`src/rtl/strap_pkg.sv`:
```
package strap_pkg;

  typedef enum logic [1:0] {
    ST_IDLE,
    ST_CHECK,
    ST_UPWAIT,
    ST_DNWAIT
  } seqState_e;

  // strobes from control to datapath
  typedef struct packed {
    logic loadJob;
    logic armUp;
    logic armDn;
    logic takeHigh;
    logic commit;
    logic finish;
    logic flagErr;
  } seqStrobe_t;

  // status from datapath to control
  typedef struct packed {
    logic listEnd;
    logic padBad;
    logic settled;
  } seqStatus_t;

endpackage

```
`src/rtl/strap_sync.sv`:
```
module strap_sync #(
  parameter int WIDTH  = 6,
  parameter int STAGES = 2
) (
  input  logic             clk,
  input  logic             rstN,
  input  logic [WIDTH-1:0] din,
  output logic [WIDTH-1:0] dout
);

  logic [WIDTH-1:0] stage [STAGES];

  always_ff @(posedge clk or negedge rstN) begin
    if (!rstN) begin
      for (int i = 0; i < STAGES; i++) stage[i] <= '0;
    end else begin
      stage[0] <= din;
      for (int i = 1; i < STAGES; i++) stage[i] <= stage[i-1];
    end
  end

  assign dout = stage[STAGES-1];

endmodule

```
`src/rtl/strap_ctrl.sv`:
```
module strap_ctrl
  import strap_pkg::*;
(
  input  logic       clk,
  input  logic       rstN,
  input  logic       start,
  input  seqStatus_t status,
  output seqStrobe_t strb,
  output logic       busy
);

  seqState_e state, nextState;

  always_comb begin
    strb      = '0;
    nextState = state;
    unique case (state)
      ST_IDLE: begin
        if (start) begin
          strb.loadJob = 1'b1;
          nextState    = ST_CHECK;
        end
      end
      ST_CHECK: begin
        if (status.listEnd) begin
          strb.finish = 1'b1;
          nextState   = ST_IDLE;
        end else if (status.padBad) begin
          strb.finish  = 1'b1;
          strb.flagErr = 1'b1;
          nextState    = ST_IDLE;
        end else begin
          strb.armUp = 1'b1;
          nextState  = ST_UPWAIT;
        end
      end
      ST_UPWAIT: begin
        if (status.settled) begin
          strb.takeHigh = 1'b1;
          strb.armDn    = 1'b1;
          nextState     = ST_DNWAIT;
        end
      end
      ST_DNWAIT: begin
        if (status.settled) begin
          strb.commit = 1'b1;
          nextState   = ST_CHECK;
        end
      end
      default: nextState = ST_IDLE;
    endcase
  end

  always_ff @(posedge clk or negedge rstN) begin
    if (!rstN) state <= ST_IDLE;
    else       state <= nextState;
  end

  assign busy = (state != ST_IDLE);

endmodule

```
`src/rtl/strap_datapath.sv`:
```
module strap_datapath
  import strap_pkg::*;
#(
  parameter int CLK_HZ      = 125_000_000,
  parameter int SETTLE_US   = 5,
  parameter int SYNC_STAGES = 2,
  parameter int NUM_PADS    = 6,
  parameter int PAD_W       = 3,
  parameter int MAX_PINS    = 8,
  parameter int RES_W       = 13
) (
  input  logic                      clk,
  input  logic                      rstN,
  input  seqStrobe_t                strb,
  input  logic [NUM_PADS-1:0]       padIn,
  input  logic [$clog2(MAX_PINS+1)-1:0] pinCount,
  input  logic [MAX_PINS*PAD_W-1:0] pinSel,
  output seqStatus_t                status,
  output logic [NUM_PADS-1:0]       pullUp,
  output logic [NUM_PADS-1:0]       pullDn,
  output logic [RES_W-1:0]          value,
  output logic                      error,
  output logic                      done
);

  localparam int CNT_W    = $clog2(MAX_PINS+1);
  localparam int PIDX_W   = (MAX_PINS > 1) ? $clog2(MAX_PINS) : 1;
  localparam int WAIT_CYC = (CLK_HZ / 1_000_000) * SETTLE_US + SYNC_STAGES;
  localparam int CT_W     = $clog2(WAIT_CYC + 1);

  logic [NUM_PADS-1:0]       padSync;
  logic [CNT_W-1:0]          countQ, idxQ;
  logic [MAX_PINS*PAD_W-1:0] selQ;
  logic [PAD_W-1:0]          curPad;
  logic [CT_W-1:0]           settleQ;
  logic [RES_W-1:0]          accQ, multQ;
  logic                      hiQ, padVal, isHigh, isLow, padInRange;
  logic [NUM_PADS-1:0]       upQ, dnQ;
  logic [RES_W-1:0]          valueQ;
  logic                      errQ, doneQ;

  strap_sync #(.WIDTH(NUM_PADS), .STAGES(SYNC_STAGES)) uSync (
    .clk (clk),
    .rstN(rstN),
    .din (padIn),
    .dout(padSync)
  );

  // pad index of the current list position
  assign curPad = selQ[idxQ[PIDX_W-1:0]*PAD_W +: PAD_W];

  always_comb begin
    padVal = 1'b0;
    for (int p = 0; p < NUM_PADS; p++)
      if (PAD_W'(p) == curPad) padVal = padSync[p];
  end

  assign padInRange = ({1'b0, curPad} < (PAD_W+1)'(NUM_PADS));
  assign isHigh     = hiQ & padVal;
  assign isLow      = ~hiQ & ~padVal;

  assign status.listEnd = (idxQ == countQ);
  assign status.padBad  = (countQ > CNT_W'(MAX_PINS)) || !padInRange;
  assign status.settled = (settleQ == '0);

  // job registers, settle timer, digit accumulation
  always_ff @(posedge clk or negedge rstN) begin
    if (!rstN) begin
      countQ  <= '0;
      idxQ    <= '0;
      selQ    <= '0;
      settleQ <= '0;
      accQ    <= '0;
      multQ   <= '0;
      hiQ     <= 1'b0;
    end else begin
      if (strb.loadJob) begin
        countQ <= pinCount;
        selQ   <= pinSel;
        idxQ   <= '0;
        accQ   <= '0;
        multQ  <= RES_W'(1);
      end
      if (strb.armUp || strb.armDn)
        settleQ <= CT_W'(WAIT_CYC - 1);
      else if (settleQ != '0)
        settleQ <= settleQ - 1'b1;
      if (strb.takeHigh)
        hiQ <= padVal;
      if (strb.commit) begin
        if (isHigh)
          accQ <= accQ + {multQ[RES_W-2:0], 1'b0};
        else if (isLow)
          accQ <= accQ + multQ;
        multQ <= multQ + {multQ[RES_W-2:0], 1'b0};
        idxQ  <= idxQ + 1'b1;
      end
    end
  end

  // per-pad pull enables
  always_ff @(posedge clk or negedge rstN) begin
    if (!rstN) begin
      upQ <= '0;
      dnQ <= '0;
    end else begin
      for (int p = 0; p < NUM_PADS; p++) begin
        if (PAD_W'(p) == curPad) begin
          if (strb.armUp) begin
            upQ[p] <= 1'b1;
            dnQ[p] <= 1'b0;
          end else if (strb.armDn) begin
            upQ[p] <= 1'b0;
            dnQ[p] <= 1'b1;
          end else if (strb.commit && isHigh) begin
            upQ[p] <= 1'b1;
            dnQ[p] <= 1'b0;
          end
        end
      end
    end
  end

  // result registers
  always_ff @(posedge clk or negedge rstN) begin
    if (!rstN) begin
      valueQ <= '0;
      errQ   <= 1'b0;
      doneQ  <= 1'b0;
    end else begin
      doneQ <= strb.finish;
      if (strb.finish) begin
        valueQ <= strb.flagErr ? '0 : accQ;
        errQ   <= strb.flagErr;
      end
    end
  end

  assign pullUp = upQ;
  assign pullDn = dnQ;
  assign value  = valueQ;
  assign error  = errQ;
  assign done   = doneQ;

endmodule

```
`src/rtl/strap_decoder.sv`:
```
module strap_decoder
  import strap_pkg::*;
#(
  parameter int CLK_HZ      = 125_000_000,
  parameter int SETTLE_US   = 5,
  parameter int SYNC_STAGES = 2,
  parameter int NUM_PADS    = 6,
  parameter int PAD_W       = 3,
  parameter int MAX_PINS    = 8,
  parameter int RES_W       = 13
) (
  input  logic                          clk,
  input  logic                          rstN,
  input  logic                          start,
  input  logic [$clog2(MAX_PINS+1)-1:0] pinCount,
  input  logic [MAX_PINS*PAD_W-1:0]     pinSel,
  input  logic [NUM_PADS-1:0]           padIn,
  output logic [NUM_PADS-1:0]           pullUp,
  output logic [NUM_PADS-1:0]           pullDn,
  output logic                          busy,
  output logic                          done,
  output logic [RES_W-1:0]              value,
  output logic                          error
);

  seqStrobe_t strb;
  seqStatus_t status;

  strap_ctrl uCtrl (
    .clk   (clk),
    .rstN  (rstN),
    .start (start),
    .status(status),
    .strb  (strb),
    .busy  (busy)
  );

  strap_datapath #(
    .CLK_HZ     (CLK_HZ),
    .SETTLE_US  (SETTLE_US),
    .SYNC_STAGES(SYNC_STAGES),
    .NUM_PADS   (NUM_PADS),
    .PAD_W      (PAD_W),
    .MAX_PINS   (MAX_PINS),
    .RES_W      (RES_W)
  ) uPath (
    .clk     (clk),
    .rstN    (rstN),
    .strb    (strb),
    .padIn   (padIn),
    .pinCount(pinCount),
    .pinSel  (pinSel),
    .status  (status),
    .pullUp  (pullUp),
    .pullDn  (pullDn),
    .value   (value),
    .error   (error),
    .done    (done)
  );

endmodule

```
`config.mk`:
```
export PLATFORM = sky130hd
export DESIGN_NAME = strap_decoder
export DESIGN_NICKNAME = d
export VERILOG_FILES = /design/src/rtl/strap_pkg.sv /design/src/rtl/strap_sync.sv /design/src/rtl/strap_ctrl.sv /design/src/rtl/strap_datapath.sv /design/src/rtl/strap_decoder.sv
export SDC_FILE = /design/constraint.sdc
export NUM_CORES = 1
export LEC_CHECK = 0
export ABC_AREA = 1
export BUFFER_PORTS_ARGS = -buffer_cell sky130_fd_sc_hd__buf_2
export CAP_MARGIN = 40
export CORE_AREA = 2 2 132 134
export CTS_CLUSTER_DIAMETER = 120
export DETAILED_ROUTE_END_ITERATION = 6
export DIE_AREA = 0 0 134 136
export GPL_TIMING_DRIVEN = 0
export HOLD_SLACK_MARGIN = 0.02
export MAX_ROUTING_LAYER = met4
export PLACE_DENSITY = 0.62
export SYNTH_ARGS = -nofsm -noshare
export SYNTH_HDL_FRONTEND = slang
export SYNTH_SLANG_ARGS = --single-unit
```
`constraint.sdc`:
```
create_clock -name clk -period 2.5 [get_ports clk]
set_clock_uncertainty 0.1 [all_clocks]
set_input_delay 0.25 -clock clk [delete_from_list [all_inputs] [get_ports clk]]
set_output_delay 0.25 -clock clk [all_outputs]
set_load 0.005 [all_outputs]
```
==> qor.csv <==
metric,value,unit
max-cap violation count,0,
DRT Wirelength,16.58,mm
shortest clock period the worst path allows after layout,2.408,ns
number of DRC violations after detailed routing,0,
CP endpoint kind,flip-flop,
Post-layout nets,1037,
async set-reset flop share out of synthesis,100.0,%
post-synthesis instance area,6621,um2
global-route wire length before repair,26.87,mm
horizontal extent of the die,134,um
"Data arrival, critical path",2.55,ns
area growth from synthesis to layout,24.75,%
outcome,finished clean,
Max Buffers Root-to-Sink,2,
leading register cell type out of synthesis,dfrtp_1,
master cell of the clock root buffer,clkbuf_16,
count of inserted antenna diode cells,0,
TritonCTS clock tree,built,
sequential area share after synthesis,41.57,%
peak fanout along the critical path,9,
gate count of the mapped netlist,828,
DRC marker count from the first detailed-route iteration,270,
pwr/cell area,744.3,nW/um2
All-Layer GR Usage,19.04,%
clk slew on worst S/H paths,0.08,ns
achievable frequency,415.3,MHz
H-Tree Level Count,3,
mean instance size in the synthesized netlist,7.997,um2
worst setup path category,flip-flop to flip-flop,
worst slew margin relative to its limit,61.93,%
largest vdd supply drop,0.3705,mV
worst hold path type,input port to flip-flop,
number of rows created at floorplan,48,
critical path launch point type,flip-flop,
maximum number of pins on one net before global-route repair,43,
transition at the pin with the smallest max-transition slack,0.5710,ns
R2R cell count,16,
post-synthesis net count,909,
DIE HEIGHT,136,um
Final Hold Vio Count,0,
CTS buffer count,9,
TritonCTS sink count,110,
Filler Cells Inserted,1645,
I/O pin total,65,
GR Overflow Total,0,
port bufs,64,
final antenna-violating net count,0,
Worst Hold Depth,3,
hpwl dp,11.95,mm
Core Box Area,16880,um2
required arrival time at the worst endpoint,2.64,ns
hold slack,0.02987,ns
drt pass-1 iters,5,
final period utilization,96.31,%
"FF+latch count, synth",110,
Max Slew Vio Count,0,
clock latency reported for the late side of the worst-skew pair,0.36,ns
RSZ-0062 raised after global routing,true,
share of cells above drive strength 1,19.98,%
antenna violations before repair,0,
Die Area,18220,um2
vias in the first global route,5418,
post-synth cell types,43,
per-cell via count in the routed design,4.910,
count of flip-flops with a built-in enable after synthesis,0,
Avg WL per Cell,13.98,um
DR vias,5823,
starting density of the core,39.23,%
overall power of the completed layout,6.149,mW
gp weighted congestion,0.9182,
synth warn,0,
Leakage,4.138,nW
final setup violation count,0,
end-of-flow core utilization,48.95,%
-- critical path, cell delays in order, from the launching register on --
cell     delay [ns]
dfrtp_2        0.50
inv_4          0.07
buf_8          0.14
nand2_1        0.07
nand3_2        0.08
nand2_1        0.08
nand2_1        0.06
nand2_2        0.12
nand2_4        0.07
nor3_4         0.23
inv_2          0.07
nand4_4        0.13
nand3_4        0.17
nand2_8        0.19
nand2_4        0.08
nand2_1        0.06
o21ai_1        0.06
-- cell families (layout without fill, tap and decap cells) --
family / count (synthesis) / in the layout / share of synthesized area (%)
AO/OA/AOI/OAI: 163 / 163 / 13.47
XOR/XNOR: 30 / 30 / 3.968
adder cells (fa/ha/maj): 44 / 44 / 8.655
flip-flops: 110 / 110 / 41.57
AND/OR/NAND/NOR: 349 / 350 / 24.53
buffers and inverters: 132 / 264 / 7.804
-- registers in the layout (all words and copies together) (netlist names) --
name / flops
uCtrl.state: 2
uPath.accQ: 13
uPath.countQ: 4
uPath.done: 1
uPath.error: 1
uPath.hiQ: 1
uPath.idxQ: 4
uPath.multQ: 13
uPath.pullDn: 6
uPath.pullUp: 6
uPath.selQ: 24
uPath.settleQ: 10
uPath.uSync.dout: 6
uPath.uSync.stage: 6
uPath.value: 13
-- final cells by class --
class                      instances  area, um2  area share [%]
buffer                            22      137.6           1.666
clock buffer                       9      225.2           2.726
clock inverter                     7      57.56          0.6968
inverter                         110      421.7           5.105
multi-input combinational        587       3531           42.74
sequential                       110       2761           33.43
tap                              225      281.5           3.408
timing repair buffer             116      844.6           10.22
-- worst paths after layout --
kind	from	end	slack [ns]
setup / recovery	uPath.idxQ[0]	uPath.pullDn[1]	0.09
hold / removal	pinSel[15]	uPath.selQ[15]	0.03
setup reg to reg	uPath.idxQ[0]	uPath.pullDn[1]	0.09
hold reg to reg	uPath.uSync.stage[10]	uPath.uSync.dout[4]	0.25
max in group asynchronous	rstN	uPath.uSync.stage[7]	1.20
min in group asynchronous	rstN	uPath.selQ[8]	0.28
-- routing by layer --
layer	track usage [%]	share of wire (%)	wire, um
met1	24.55	46	7613
met2	31.62	49	8067
met3	2.647	4.1	679
met4	5.083	1.3	220
met5	-	0	0
-- layout by cell type (no fill, tap or decap), types with 12 or more instances in the layout --
master	count
o21ai_1	13
xnor2_1	12
buf_2	64
buf_4	19
xor2_1	18
inv_1	100
nand3_2	13
ha_1	36
nand2_2	13
dlygate4sd3_1	31
dfrtp_1	103
nor2_1	39
a21oi_1	40
nand2_4	13
nand2_1	187
o21ai_0	84
nand3_1	53
-- cells in the mapped netlist, types with 4 or more instances --
cell type | instances | share of area, %
ha_1 | 41 | 7.7
or2_2 | 6 | 0.57
nor2_1 | 39 | 2.2
nand2_2 | 8 | 0.76
o21ai_0 | 84 | 6.3
xnor2_1 | 12 | 1.6
nand2_1 | 198 | 11
o21ai_1 | 13 | 0.98
nand2_4 | 7 | 1.2
a32o_1 | 4 | 0.60
dfrtp_1 | 110 | 42
inv_1 | 102 | 5.8
a21oi_1 | 40 | 3.0
nand4_1 | 10 | 0.94
clkbuf_1 | 12 | 0.68
xor2_1 | 18 | 2.4
buf_2 | 5 | 0.38
o211ai_1 | 6 | 0.68
nor3_1 | 5 | 0.38
nand3_1 | 62 | 4.7
inv_2 | 8 | 0.45
-- timing repair --
action | in CTS | in global routing
setup endpoints to repair | 35 | 50
hold buffers | 31 | 0
gates resized for setup | 4 | 61
gates cloned | 1 | 1
pin swaps | 2 | 14
buffers inserted | 5 | 13
endpoints found under the hold margin | 61 | 0
-- per-stage QoR --
| stage | area, um2 | TNS, ns | worst slack (ns) | instances |
|---|---|---|---|---|
| 2_1_floorplan | 6621 | 0 | 0.3571 | 828 |
| 5_1_grt | 8260 | -1.253 | -0.08698 | 1186 |
| 6_report | 8260 | 0 | 0.09221 | 1186 |
| 3_3_place_gp | 7223 | -32.06 | -0.2606 | 1117 |
| 4_1_cts | 7926 | 0 | 0.02585 | 1172 |
| 3_5_place_dp | 7273 | -3.700 | -0.2002 | 1119 |
-- report_power, final --
part	total, mW	internal, mW	switching [mW]
Clock	1.41	0.692	0.714
Combinational	2.44	0.881	1.56
Sequential	2.30	2.13	0.173
Note: power is estimated with default switching activity, not from simulation.
